==> src/rtl/cos_irq_ctrl.sv <==
module cos_irq_ctrl #(
  parameter int N_IN  = 32,
  parameter int N_IRQ = 16,
  parameter int AW    = 5
) (
  input  logic            clk,
  input  logic            rst,
  input  logic [AW-1:0]   bus_addr,
  input  logic            bus_wr,
  input  logic            bus_rd,
  input  logic [31:0]     bus_wdata,
  output logic [31:0]     bus_rdata,
  input  logic [N_IN-1:0] pins_in,
  output logic            irq_out
);
  localparam int IW = AW - 2;
  localparam logic [IW-1:0] W_RAW  = IW'(0);
  localparam logic [IW-1:0] W_HI   = IW'(1);
  localparam logic [IW-1:0] W_LO   = IW'(2);
  localparam logic [IW-1:0] W_STAT = IW'(3);
  localparam logic [IW-1:0] W_CTRL = IW'(4);
  localparam int EN_BIT   = 2;
  localparam int MODE_BIT = 1;

  logic [N_IN-1:0]  sync1, sync2, prev;
  logic [31:0]      mask_hi, mask_lo;
  logic             en_q, and_q, lock_q, irq_q;
  logic [N_IRQ-1:0] stat_q;

  logic [IW-1:0] widx;
  assign widx = bus_addr[AW-1:2];

  logic wr_hi, wr_lo, wr_ctrl, rd_stat, dis_wr;
  assign wr_hi   = bus_wr && (widx == W_HI);
  assign wr_lo   = bus_wr && (widx == W_LO);
  assign wr_ctrl = bus_wr && (widx == W_CTRL);
  assign rd_stat = bus_rd && (widx == W_STAT);
  assign dis_wr  = wr_ctrl && !bus_wdata[EN_BIT];

  logic [N_IRQ-1:0] lvl, old, hi, lo, sel, edge_ev;
  assign lvl = sync2[N_IRQ-1:0];
  assign old = prev[N_IRQ-1:0];
  assign hi  = mask_hi[N_IRQ-1:0];
  assign lo  = mask_lo[N_IRQ-1:0];
  assign sel = hi | lo;
  assign edge_ev = (lvl & ~old & hi) | (~lvl & old & lo);

  logic and_met, sel_moved, fire_or, fire_and, fire;
  logic [N_IRQ-1:0] cap;
  assign and_met   = ((lvl & hi) == hi) && ((~lvl & lo) == lo) && (|sel);
  assign sel_moved = |((lvl ^ old) & sel);
  assign fire_or   = en_q && !and_q && (|edge_ev);
  assign fire_and  = en_q && and_q && and_met && !lock_q;
  assign fire      = (fire_or || fire_and) && !dis_wr;
  assign cap       = and_q ? sel : edge_ev;

  always_ff @(posedge clk) begin
    if (rst) begin
      sync1 <= '0;
      sync2 <= '0;
      prev  <= '0;
    end else begin
      sync1 <= pins_in;
      sync2 <= sync1;
      prev  <= sync2;
    end
  end

  always_ff @(posedge clk) begin
    if (rst) begin
      mask_hi <= '0;
      mask_lo <= '0;
      en_q    <= 1'b0;
      and_q   <= 1'b0;
    end else begin
      if (wr_hi) mask_hi <= bus_wdata;
      if (wr_lo) mask_lo <= bus_wdata;
      if (wr_ctrl) begin
        en_q  <= bus_wdata[EN_BIT];
        and_q <= bus_wdata[MODE_BIT];
      end
    end
  end

  always_ff @(posedge clk) begin
    if (rst) begin
      lock_q <= 1'b0;
    end else if (!(en_q && and_q)) begin
      lock_q <= 1'b0;
    end else if (fire && and_q) begin
      lock_q <= 1'b1;
    end else if (sel_moved) begin
      lock_q <= 1'b0;
    end
  end

  always_ff @(posedge clk) begin
    if (rst) begin
      stat_q <= '0;
      irq_q  <= 1'b0;
    end else begin
      stat_q <= (rd_stat ? '0 : stat_q) | (fire ? cap : '0);
      if (dis_wr)       irq_q <= 1'b0;
      else if (fire)    irq_q <= 1'b1;
      else if (rd_stat) irq_q <= 1'b0;
    end
  end

  always_comb begin
    bus_rdata = '0;
    case (widx)
      W_RAW:   bus_rdata[N_IN-1:0] = sync2;
      W_HI:    bus_rdata = mask_hi;
      W_LO:    bus_rdata = mask_lo;
      W_STAT:  bus_rdata[N_IRQ-1:0] = stat_q;
      W_CTRL:  begin
        bus_rdata[EN_BIT]   = en_q;
        bus_rdata[MODE_BIT] = and_q;
      end
      default: bus_rdata = '0;
    endcase
  end

  assign irq_out = irq_q;

  p_irq_needs_en_r11: assert property (@(posedge clk) disable iff (rst)
    irq_q |-> en_q);

  p_fire_sets_irq_r10: assert property (@(posedge clk) disable iff (rst)
    fire |=> irq_q);

  p_status_clears_r9: assert property (@(posedge clk) disable iff (rst)
    (rd_stat && !fire) |=> (stat_q == '0));

  p_lock_after_fire_r8: assert property (@(posedge clk) disable iff (rst)
    (fire && and_q) |=> lock_q);

  p_fire_has_cause_r6: assert property (@(posedge clk) disable iff (rst)
    fire |-> (cap != '0));

  p_rise_needs_cause_r4: assert property (@(posedge clk) disable iff (rst)
    $rose(irq_q) |-> $past(en_q));
endmodule

==> config.mk <==
export PLATFORM = sky130hd
export DESIGN_NAME = cos_irq_ctrl
export DESIGN_NICKNAME = d
export VERILOG_FILES = /design/src/rtl/cos_irq_ctrl.sv
export SDC_FILE = /design/constraint.sdc
export NUM_CORES = 1
export LEC_CHECK = 0
export BUFFER_PORTS_ARGS = -buffer_cell sky130_fd_sc_hd__buf_2
export CAP_MARGIN = 0
export CORE_ASPECT_RATIO = 0.6
export CORE_MARGIN = 5
export CORE_UTILIZATION = 45
export CTS_CLUSTER_DIAMETER = 80
export DETAILED_ROUTE_END_ITERATION = 7
export HOLD_SLACK_MARGIN = 0.02
export PLACE_DENSITY = 0.7
export SYNTH_ARGS = -nofsm -noshare
export SYNTH_HDL_FRONTEND = slang
export SYNTH_SLANG_ARGS = --single-unit
==> constraint.sdc <==
create_clock -name clk -period 3.7 [get_ports clk]
set_clock_uncertainty 0.2 [all_clocks]
set_input_delay 1.11 -clock clk [delete_from_list [all_inputs] [get_ports clk]]
set_output_delay 1.11 -clock clk [all_outputs]
set_load 0.01 [all_outputs]
== After elaboration in Yosys (flattened, before gate mapping) ==
Cells that the tools add are included.
Widths: inputs -> output; s select.
Word-level totals
  bits in registers: 164
  input port bits: 73
  output and inout bits: 33
  word-level logic and storage cells: 68
Operators by class
  equal/unequal tests: 6
  multiplexer cells: 11
  bitwise logic cells: 14
  reduce and logical (&&, ||, !) cells: 27
Operators by type and width (number)
  $and 16x16->16: 7
  $pmux 13 s4: 1
  $mux 16: 3
  $or 16x16->16: 3
  $pmux 16 s3: 1
  $reduce_or 16->1: 3
  $eq 16x16->1: 2
  $not 16->16: 2
  $xor 16x16->16: 1
  $logic_and 1x1->1: 14
  $pmux 2 s5: 1
  $eq 3x2->1 const B: 2
  $logic_not 1->1: 4
  $mux 1: 4
  $pmux 1 s4: 1
  $reduce_bool 2->1: 2
  $reduce_or 2->1: 2
  $eq 3x1->1 const B: 1
  $eq 3x3->1 const B: 1
  $logic_not 3->1: 1
  $logic_or 1x1->1: 1
  $not 1->1: 1

== Longest topological paths before layout ==
Gate-level depths: netlist of the first run.
  depth after elaboration: 11
  depth in mapped cells: 8
  gate-level depth less buffers: 7

== Worst setup path after synthesis of the first run ==
Ideal clock, no wire load.
  kind: input-to-output
  start: in bus_addr[2]
  end: out bus_rdata[1]
  arrival time: 2.352 ns
  data required time: 2.390 ns
  path slack: 0.038 ns
  stages on the path: 7
  cell sequence: buf_2 buf_4 buf_2 mux2i_1 nor2_1 a31oi_1 o22ai_1
On the way
  cells in the longest elaborated chain, start to end: 2
  elaborated cells between the ends (all ways): 6
  those cells by class: eq/ne: 4; mux: 1; reduce/logical: 1
RTL lines
  from (decl): line 8  | input logic [AW-1:0] bus_addr,
  $eq 3x3->1 (tied with other cells): line 111  | case (widx)
  $pmux 2 s5 *: line 111
  to (decl): line 12  | output logic [31:0] bus_rdata,
Mark *: on every way between the ends. The rest lies on a longest branch, timed or not.

== Worst setup path after layout of the first run ==
  start: in bus_addr[2]
  end: out bus_rdata[6]
On the way
  cells in the longest elaborated chain, start to end: 2
  elaborated cells between the ends (all ways): 5
  those cells by class: eq/ne: 3; mux: 1; reduce/logical: 1
RTL lines (line)
  $eq 3x2->1 (tied with other cells): 111
  $pmux 13 s4 *: 111
Marks and branches as above.

==> results.txt, run 1 <==
Status -> complete, no violations
Synth warn -> 0
Worst Setup Path Type -> in -> out
Delay of the slowest critical-path stage -> 0.55 ns
Vias in the first global route -> 5749
Critical path destination -> bus_rdata[6]
# DRC -> 0
Reg2Reg Setup Slack -> 0.80 ns
Data required, critical path -> 2.39 ns
Top post-synthesis cells by area -> dfxtp_1 45%, nand2_1 8.6%, nor2b_1 7.4%
CTS root buf -> clkbuf_16
Wire per inst -> 16.89 um
Fin util -> 54.30%
Number of I/O port buffers -> 103
Chip width -> 174.2 um
CP delay by family, top -> multiplexers
TritonCTS clock tree -> done
Htree depth -> 4
GRT overflow -> 0
Filler cells -> 1468
Worst-Margin Slew -> 0.9536 ns
Initial Util -> 45.40%
Hold Buf Count CTS -> 0
Cell mode on critical path -> buf_2
CTS Sinks -> 164
Final Hold Vio Count -> 0
Critical Path AT -> 2.30 ns
Net count after synthesis -> 952
Vias post-DR -> 6092
Total core area -> 0.01604 mm2
Vias per inst -> 5.238
Main synth FF type -> dfxtp_1
Area occupied by multi-input gates -> 0.003651 mm2
Cells along the critical path -> buf_2 > buf_12 > mux4_2 > nor2b_1 > buf_2
Max Cap Viol -> 0
Total Routed Length -> 19640 um
Mapped Cells -> 847
Antenna Cells -> 0
Max VDD drop -> 0.3316 mV
R2R depth -> 8
Die area -> 0.01891 mm2
Crit path max fanout -> 17
GPL Wtd Cong -> 0.9364
Fin crit period -> 3.611 ns
Global Route Usage Sum -> 21.23%
Power Density -> 451.0 mW/mm2
Chip height -> 108.5 um
EDFF count, synth -> 0
CP max-delay cell -> mux4_2
Leakage -> 0.003398 uW
Unrepaired setup endpoints after global routing -> no
Hold Crit Class -> reg -> reg
Fmax -> 0.2769 GHz
Post-route ant nets -> 0
Worst-Skew Late Latency -> 0.43 ns
Pins Over Slew Limit -> 0
Tcrit/Tclk final -> 97.61%
Initial DRC count -> 566
CTS buffer count -> 17
Yosys cell types -> 37
Register Area -> 0.003283 mm2
CP startpoint -> bus_addr[2]
Final Setup Violations -> 0
Rel. slew slack -> 36.43%
WP depth -> 5
Post-synthesis sequential area ratio -> 45.09%
Startpoint class of the critical path -> input port
Avg Cell Area, Syn -> 8.596 um2
First-pass GRT wire length -> 31450 um
Row count -> 36
Pin count of the biggest net entering global routing -> 87
RR Endpoint -> stat_q[5]
Clock tree buffer depth -> 2
1st-pass router iterations -> 5
Synth top area share -> 45.09%
Clk slew on worst S/H paths -> 0.08 ns
Initial antenna violation count -> 1
# nets final -> 1046
CP bufs+invs -> 3
R2R Path Start -> sync2[3]
Area Growth Syn to Fin -> 19.59%
Area leader, netlist -> dfxtp_1
Hold slack -> 0.2368 ns
Asr flop ratio synth -> 0%
Synthesized flop and latch total -> 164
HPWL Detailed -> 13760 um
CP endpoint kind -> output port
Ports -> 106
Aggregate negative setup slack -> 0 ns
Post-synthesis cell area -> 0.007281 mm2
Fraction of layout cells with a size suffix above 1 -> 20.02%
-- final cells by class --
class | instances | share of cell area (%)
Sequential cell | 164 | 37.71
Clock buffer | 17 | 4.886
Inverter | 33 | 1.423
Clock inverter | 15 | 2.127
Tap cell | 209 | 3.003
Timing Repair Buffer | 127 | 8.924
Multi-Input combinational cell | 598 | 41.93
-- repair_timing --
item                                    in CTS  in global routing
endpoints found under the setup margin       0                  1
endpoints found under the hold margin        0                  0
resized for setup                            0                  1
buffers inserted                             0                  3
-- worst register-to-register path, delay by kind of cell (launching register included) --
family	cells	cell delay, ns
AND/OR/NAND/NOR	2	0.79
AO/OA/AOI/OAI	3	0.75
buffers and inverters	2	0.42
flip-flops	1	0.41
adder cells (fa/ha/maj)	1	0.22
-- registers in the layout (all words and copies together), names as in the netlist --
register	cells
mask_hi	32
mask_lo	32
sync1	32
sync2	32
prev	16
stat_q	16
and_q	1
en_q	1
irq_out	1
lock_q	1
-- layout by cell type, fill, tap and decap left out, types with 9 or more instances in the layout --
cell and n:
clkbuf_16 17, a21oi_1 82, ha_1 32, buf_2 102, inv_1 33, mux2i_1 31
mux4_2 14, a22oi_1 15, nor2_1 72, buf_4 18, o21ai_0 39, nand2_1 166
dfxtp_1 164, o21ai_2 9, nand4_1 9, nor2b_1 86
-- routing by layer --
layer / vias to the layer above / routed length (um) / track usage, %
met5: - / 13 / 0
met4: 2 / 294 / 7.284
met3: 30 / 1652 / 5.136
met2: 207 / 8109 / 30.14
met1: 2831 / 9568 / 31.42
li1: 3022 / - / -
-- Yosys cell counts, drive strengths merged (2+ instances only) --
master,instances
nor2b,86
o21ai,49
dfxtp,164
nor2,72
buf,18
clkbuf,34
a22oi,19
inv,33
and2,3
mux2i,31
nor3,2
a21oi,83
nand4,9
nand3,3
and3b,2
ha,32
nor4,8
mux4,14
a2111oi,2
o22ai,8
nand2,166
-- kinds of logic after synthesis --
| group | synth area share, % |
|---|---|
| AO/OA/AOI/OAI | 13.61 |
| multiplexers | 8.593 |
| adder cells (fa/ha/maj) | 5.499 |
| AND/OR/NAND/NOR | 22.44 |
| flip-flops | 45.09 |
| buffers and inverters | 4.760 |
-- worst min path at each step --
stage               cells past startpoint  slack, ns       from         to
floorplan                               1       0.21   sync1[0]   sync2[0]
global placement                        1       0.22   sync1[6]   sync2[6]
detailed placement                      1       0.22   sync1[1]   sync2[1]
CTS                                     1       0.24   sync1[1]   sync2[1]
global route                            1       0.25  sync1[19]  sync2[19]
finish                                  1       0.24  sync1[29]  sync2[29]
-- power by group --
part	total, uW	internal (uW)	switching [uW]
Sequential	1860	1820	40.2
Combinational	292	130	162
Clock	1780	917	862
Total	3930	2860	1060
-- stage by stage --
stage / setup WS (ns) / cells / instance area (um2) / total power, uW
floorplan: 0.03804 / 847 / 7281 / 2059
global placement: 0.1037 / 1128 / 8058 / 2178
detailed placement: 0.07168 / 1128 / 8058 / 2182
CTS: 0.06153 / 1160 / 8668 / 3950
global route: 0.05711 / 1163 / 8707 / 4074
finish: 0.08850 / 1163 / 8707 / 3927
Note: power is estimated with default switching activity, not from simulation.
==> run 2, diff against run 1 <==
--- a/config.mk
+++ b/config.mk
@@ -9,11 +9,11 @@
 export CAP_MARGIN = 0
 export CORE_ASPECT_RATIO = 0.6
 export CORE_MARGIN = 5
-export CORE_UTILIZATION = 45
+export CORE_UTILIZATION = 50
 export CTS_CLUSTER_DIAMETER = 80
 export DETAILED_ROUTE_END_ITERATION = 7
 export HOLD_SLACK_MARGIN = 0.02
-export PLACE_DENSITY = 0.7
+export PLACE_DENSITY = 0.76
 export SYNTH_ARGS = -nofsm -noshare
 export SYNTH_HDL_FRONTEND = slang
 export SYNTH_SLANG_ARGS = --single-unit
==> constraint.sdc (replaced) <==
create_clock -name clk -period 3.7 [get_ports clk]
set_clock_uncertainty 0.2 [all_clocks]
set_input_delay 0.37 -clock clk [delete_from_list [all_inputs] [get_ports clk]]
set_output_delay 0.37 -clock clk [all_outputs]
set_load 0.01 [all_outputs]
==> results.txt, run 2 (synthesis results as in run 1) <==
# resized after CTS -> 0 (unchanged)
Startpoint class of the critical path -> flop
Worst Setup Path Type -> reg -> reg
Crit path max fanout -> 10 (-7)
Worst-Margin Slew -> 0.9236 ns (-0.03001 ns)
Final Setup Violations -> 0 (unchanged)
GPL Wtd Cong -> 0.9780 (+4.4%)
Post-route ant nets -> 0 (unchanged)
Comb pwr share -> 8.5% (+1.1 points)
Htree depth -> 4 (unchanged)
Chip width -> 165.8 um (-4.8%)
Final worst slack -> 0.7842 ns (+0.6957 ns)
CTS buffer count -> 17 (unchanged)
Reg2Reg Setup Slack -> 0.78 ns (-0.02 ns)
Tcrit/Tclk final -> 78.80% (-19 points)
Unrepaired setup endpoints after global routing -> no
Sequential Power Share -> 46.9% (-0.4 points)
Filler cells -> 1249 (-15%)
Row count -> 34 (-5.6%)
Final Hold Vio Count -> 0 (unchanged)
Fmax -> 0.3430 GHz (+24%)
Worst-Skew Late Latency -> 0.42 ns (about the same)
Clock tree buffer depth -> 2 (unchanged)
Switch share -> 26.80% (-0.29 points)
Clk slew on worst S/H paths -> 0.07 ns (about the same)
Clock power frac -> 44.6% (-0.7 points)
Power Density -> 430.7 mW/mm2 (-4.5%)
Pins Over Slew Limit -> 0 (unchanged)
Area Growth Syn to Fin -> 26.12%
Total core area -> 0.01438 mm2 (-10%)
Hold Crit Class -> in -> reg
Max Cap Viol -> 0 (unchanged)
Antenna Cells -> 0 (unchanged)
Die area -> 0.01715 mm2 (-9.3%)
CP startpoint -> sync2[3]
First-pass GRT wire length -> 32420 um (+3.1%)
Status -> complete, no violations
Area after DPL -> 0.007958 mm2 (-1.2%)
CTS root buf -> clkbuf_16
Total Routed Length -> 20530 um (+4.6%)
CP endpoint kind -> flop
Wire per inst -> 17.05 um (+1.0%)
Data required, critical path -> 3.82 ns (+1.43 ns)
# Post-CTS Setup Buffers -> 0 (unchanged)
Aggregate negative setup slack -> 0 ns (unchanged)
R2R Path Start -> sync2[3]
TritonCTS clock tree -> done
Pre-CTS setup slack -> 0.8760 ns (+0.8043 ns)
Vias per inst -> 5.369 (+2.5%)
Hold Crit Depth -> 3 (+2)
Initial DRC count -> 554 (-2.1%)
Critical path destination -> stat_q[5]
Vias post-DR -> 6464 (+6.1%)
Final Cell Area -> 0.009183 mm2 (+5.5%)
Vias in the first global route -> 6175 (+7.4%)
Switching power -> 1060 uW (-0.39%)
GRT overflow -> 0 (unchanged)
# DRC -> 0 (unchanged)
Most common cell after layout, fill and taps aside -> nand2_1
Ports -> 106 (unchanged)
Initial antenna violation count -> 0 (-1)
R2R depth -> 8 (unchanged)
Number of I/O port buffers -> 103 (unchanged)
Leakage -> 0.003590 uW (+5.6%)
Max VDD drop -> 0.2679 mV (-19%)
RR Endpoint -> stat_q[5]
HPWL Detailed -> 13410 um (-2.5%)
Global Route Usage Sum -> 23.74% (+2.5 points)
Fraction of layout cells with a size suffix above 1 -> 18.09% (-1.9 points)
Most frequent cells in the layout -> 166 x nand2_1, 164 x dfxtp_1, 102 x buf_2
CTS Sinks -> 164 (unchanged)
Rel. slew slack -> 38.43% (+2.0 points)
Chip height -> 103.5 um (-4.7%)
Initial Util -> 50.64% (+5.2 points)
1st-pass router iterations -> 6 (+1)
P_int -> 2895 uW (+1.1%)
# nets final -> 1098 (+5.0%)
Pin count of the biggest net entering global routing -> 58 (-33%)
Fin crit period -> 2.916 ns (-0.6957 ns)
Critical Path AT -> 3.03 ns (+0.73 ns)
[run 2: power groups by stage]
stage / logic (uW) / registers, uW / clock network [uW]
after detailed placement: 279 / 1890 / 0
after global placement: 276 / 1890 / 0
after CTS: 332 / 1850 / 1790
after floorplan: 179 / 1880 / 0
final: 337 / 1850 / 1760
after global routing: 366 / 1860 / 1860
[run 2: worst min-delay path by stage]
stage,startpoint,end
finish,bus_wdata[2],mask_lo[2]
global route,bus_wdata[2],mask_hi[2]
floorplan,sync1[0],sync2[0]
global placement,sync1[19],sync2[19]
CTS,bus_wdata[2],mask_hi[2]
detailed placement,sync1[27],sync2[27]
[run 2: worst max-delay path, stage by stage (launching register included)]
cell and delay [ns]:
dfxtp_1 0.39, inv_1 0.11, ha_1 0.22, a22oi_2 0.28, nand4_1 0.20, or4_4 0.58
a32oi_4 0.45, buf_4 0.29, o21ai_1 0.09
[run 2: timing repair]
| action | CTS | global route |
|---|---|---|
| hold buffers | 62 | 0 |
| setup endpoints to repair | 0 | 0 |
| endpoints found under the hold margin | 92 | 0 |
[run 2: stage by stage]
stage	util [%]	power [uW]	instances	hold WS (ns)
floorplan	-	2059	847	0.2138
global placement	55.34	2168	1110	0.2175
detailed placement	55.34	2173	1110	0.2220
CTS	63.86	3974	1204	0.03501
global route	63.86	4089	1204	0.03571
finish	63.86	3955	1204	0.06080
[run 2: per-layer routing]
| metal | wire length, um | part of all wire (%) | GRT usage, % | vias up |
|---|---|---|---|---|
| met5 | 0 | 0 | 0 | - |
| met4 | 312 | 1.5 | 8.619 | 0 |
| met3 | 1838 | 9.0 | 5.811 | 33 |
| met2 | 9043 | 44 | 36.40 | 294 |
| met1 | 9338 | 45 | 33.10 | 3015 |
| li1 | - | - | - | 3122 |
[run 2: final cells by class]
class	count	area, um2	share of cell area, %
sequential	164	3283	35.75
clock buffer	17	425.4	4.633
tap	198	247.7	2.698
timing repair buffer	179	1269	13.82
multi-input combinational	598	3655	39.80
clock inverter	15	178.9	1.948
inverter	33	123.9	1.349
==> run 3, diff against run 2 <==
==> constraint.sdc (replaced) <==
create_clock -name clk -period 2.9 [get_ports clk]
set_clock_uncertainty 0.2 [all_clocks]
set_input_delay 0.29 -clock clk [delete_from_list [all_inputs] [get_ports clk]]
set_output_delay 0.29 -clock clk [all_outputs]
set_load 0.01 [all_outputs]
==> results.txt, run 3 (synthesis results as in run 1) <==
HPWL Detailed -> 13580 um (+1.3%)
Unrepaired setup endpoints after global routing -> no
Final Setup Violations -> 0 (unchanged)
Clock power frac -> 44.9% (+0.3 points)
Hold Crit Class -> in -> reg
Chip width -> 165.8 um (unchanged)
Switch share -> 25.99% (-0.81 points)
Initial antenna violation count -> 0 (unchanged)
GPL Wtd Cong -> 0.9578 (-2.1%)
Cell Count, Final, Fillers Out -> 1215 (+0.91%)
Initial DRC count -> 622 (+12%)
Fin util -> 64.52% (+0.66 points)
# Post-CTS Setup Buffers -> 0 (unchanged)
P_int -> 3770 uW (+30%)
Max Cap Viol -> 0 (unchanged)
Clock tree buffer depth -> 2 (unchanged)
Filler cells -> 1207 (-3.4%)
Number of I/O port buffers -> 103 (unchanged)
Power Density -> 549.0 mW/mm2 (+27%)
Vias per inst -> 5.395 (+0.49%)
Tcrit/Tclk final -> 90.99% (+12 points)
Worst-Skew Late Latency -> 0.43 ns (about the same)
Area after DPL -> 0.008026 mm2 (+0.86%)
Worst Setup Path Type -> reg -> reg
Most common cell after layout, fill and taps aside -> nand2_1
CTS root buf -> clkbuf_16
1st-pass router iterations -> 5 (-1)
Crit path max fanout -> 11 (+1)
Clk slew on worst S/H paths -> 0.07 ns (about the same)
Hold Buf Count CTS -> 65 (+4.8%)
Leakage -> 0.003648 uW (+1.6%)
First-pass GRT wire length -> 32850 um (+1.3%)
Chip height -> 103.5 um (unchanged)
Final Hold Vio Count -> 0 (unchanged)
# DRC -> 0 (unchanged)
Area Growth Syn to Fin -> 27.43%
Sequential Power Share -> 46.5% (-0.4 points)
Vias post-DR -> 6555 (+1.4%)
Max VDD drop -> 0.3821 mV (+43%)
Total Routed Length -> 20590 um (+0.27%)
Antenna Cells -> 0 (unchanged)
Initial Util -> 50.64% (unchanged)
Ports -> 106 (unchanged)
Wire per inst -> 16.94 um (-0.64%)
Htree depth -> 4 (unchanged)
Startpoint class of the critical path -> flop
Cell count after placement -> 1118 (+0.72%)
Critical Path AT -> 2.74 ns (-0.29 ns)
Rel. slew slack -> 41.46% (+3.0 points)
Switching power -> 1324 uW (+25%)
Die area -> 0.01715 mm2 (unchanged)
GRT overflow -> 0 (unchanged)
TritonCTS clock tree -> done
Reg2Reg Setup Slack -> 0.26 ns (-0.52 ns)
Fin crit period -> 2.639 ns (-0.2770 ns)
CTS Sinks -> 164 (unchanged)
Fmax -> 0.3790 GHz (+10%)
Post-route ant nets -> 0 (unchanged)
Most frequent cells in the layout -> 166 x nand2_1, 164 x dfxtp_1, 102 x buf_2
Vias in the first global route -> 6248 (+1.2%)
Pins Over Slew Limit -> 0 (unchanged)
Comb pwr share -> 8.6% (about the same)
Final Power -> 5093 uW (+29%)
Worst-Margin Slew -> 0.8781 ns (-0.04544 ns)
# resized after CTS -> 0 (unchanged)
Final Cell Area -> 0.009278 mm2 (+1.0%)
Fraction of layout cells with a size suffix above 1 -> 18.58% (+0.49 points)
Total core area -> 0.01438 mm2 (unchanged)
Status -> complete, no violations
Data required, critical path -> 3.01 ns (-0.81 ns)
Pin count of the biggest net entering global routing -> 77 (+33%)
Row count -> 34 (unchanged)
CTS buffer count -> 17 (unchanged)
Aggregate negative setup slack -> 0 ns (unchanged)
Global Route Usage Sum -> 24.14% (+0.40 points)
# nets final -> 1109 (+1.0%)
CP endpoint kind -> flop
## run 3: cell count changes in the layout (fill, tap and decap cells not counted), sizes merged
cell,previous run,this run
dlygate4sd3,62,65
clkinv,6,5
buf,117,125
bufinv,0,1
## run 3: stage by stage
step                      hold WS [ns]  setup slack [ns]
after CTS                       0.2069            0.3088
after detailed placement        0.2239            0.3380
final                           0.2171            0.2612
after global routing            0.2477            0.1343
after global placement          0.2195            0.3862
after floorplan                 0.2138            0.6240
## run 3: power by group through the flow
stage,Combinational (uW),Clock [uW],Sequential (uW)
CTS,431,2310,2370
global placement,356,0,2410
global route,477,2430,2370
floorplan,228,0,2400
finish,438,2290,2370
detailed placement,360,0,2420
## run 3: routing by layer
metal	wire, um	vias up	track usage [%]	part of all wire, %
li1	-	3138	-	-
met1	9493	3077	33.55	46
met2	8773	302	36.40	43
met3	1940	38	7.406	9.4
met4	381	0	7.795	1.9
met5	0	-	0	0
## run 3: worst max-delay path, cell delays in order, from the launching register on
cell and delay, ns:
dfxtp_1 0.39, inv_1 0.10, ha_1 0.21, a22oi_2 0.27
nand4_1 0.20, or4_4 0.58, a32oi_4 0.20, buf_4 0.25
o21ai_0 0.11
## run 3: area by class of cell
cell class / count / area [um2] / share of cell area (%)
inverters: 33 / 123.9 / 1.335
repair buffers: 190 / 1371 / 14.78
multi-input cells: 598 / 3651 / 39.35
clock inverters: 15 / 175.2 / 1.888
clock buffers: 17 / 425.4 / 4.585
flip-flops and latches: 164 / 3283 / 35.39
well taps: 198 / 247.7 / 2.670
## run 3: path summary, 6_finish.rpt
check,cells after the start,start,end
worst max register to register,8,sync2[3],stat_q[15]
worst max-delay path,8,sync2[3],stat_q[15]
worst min register to register,1,sync1[13],sync2[13]
worst min-delay path,2,rst,prev[7]
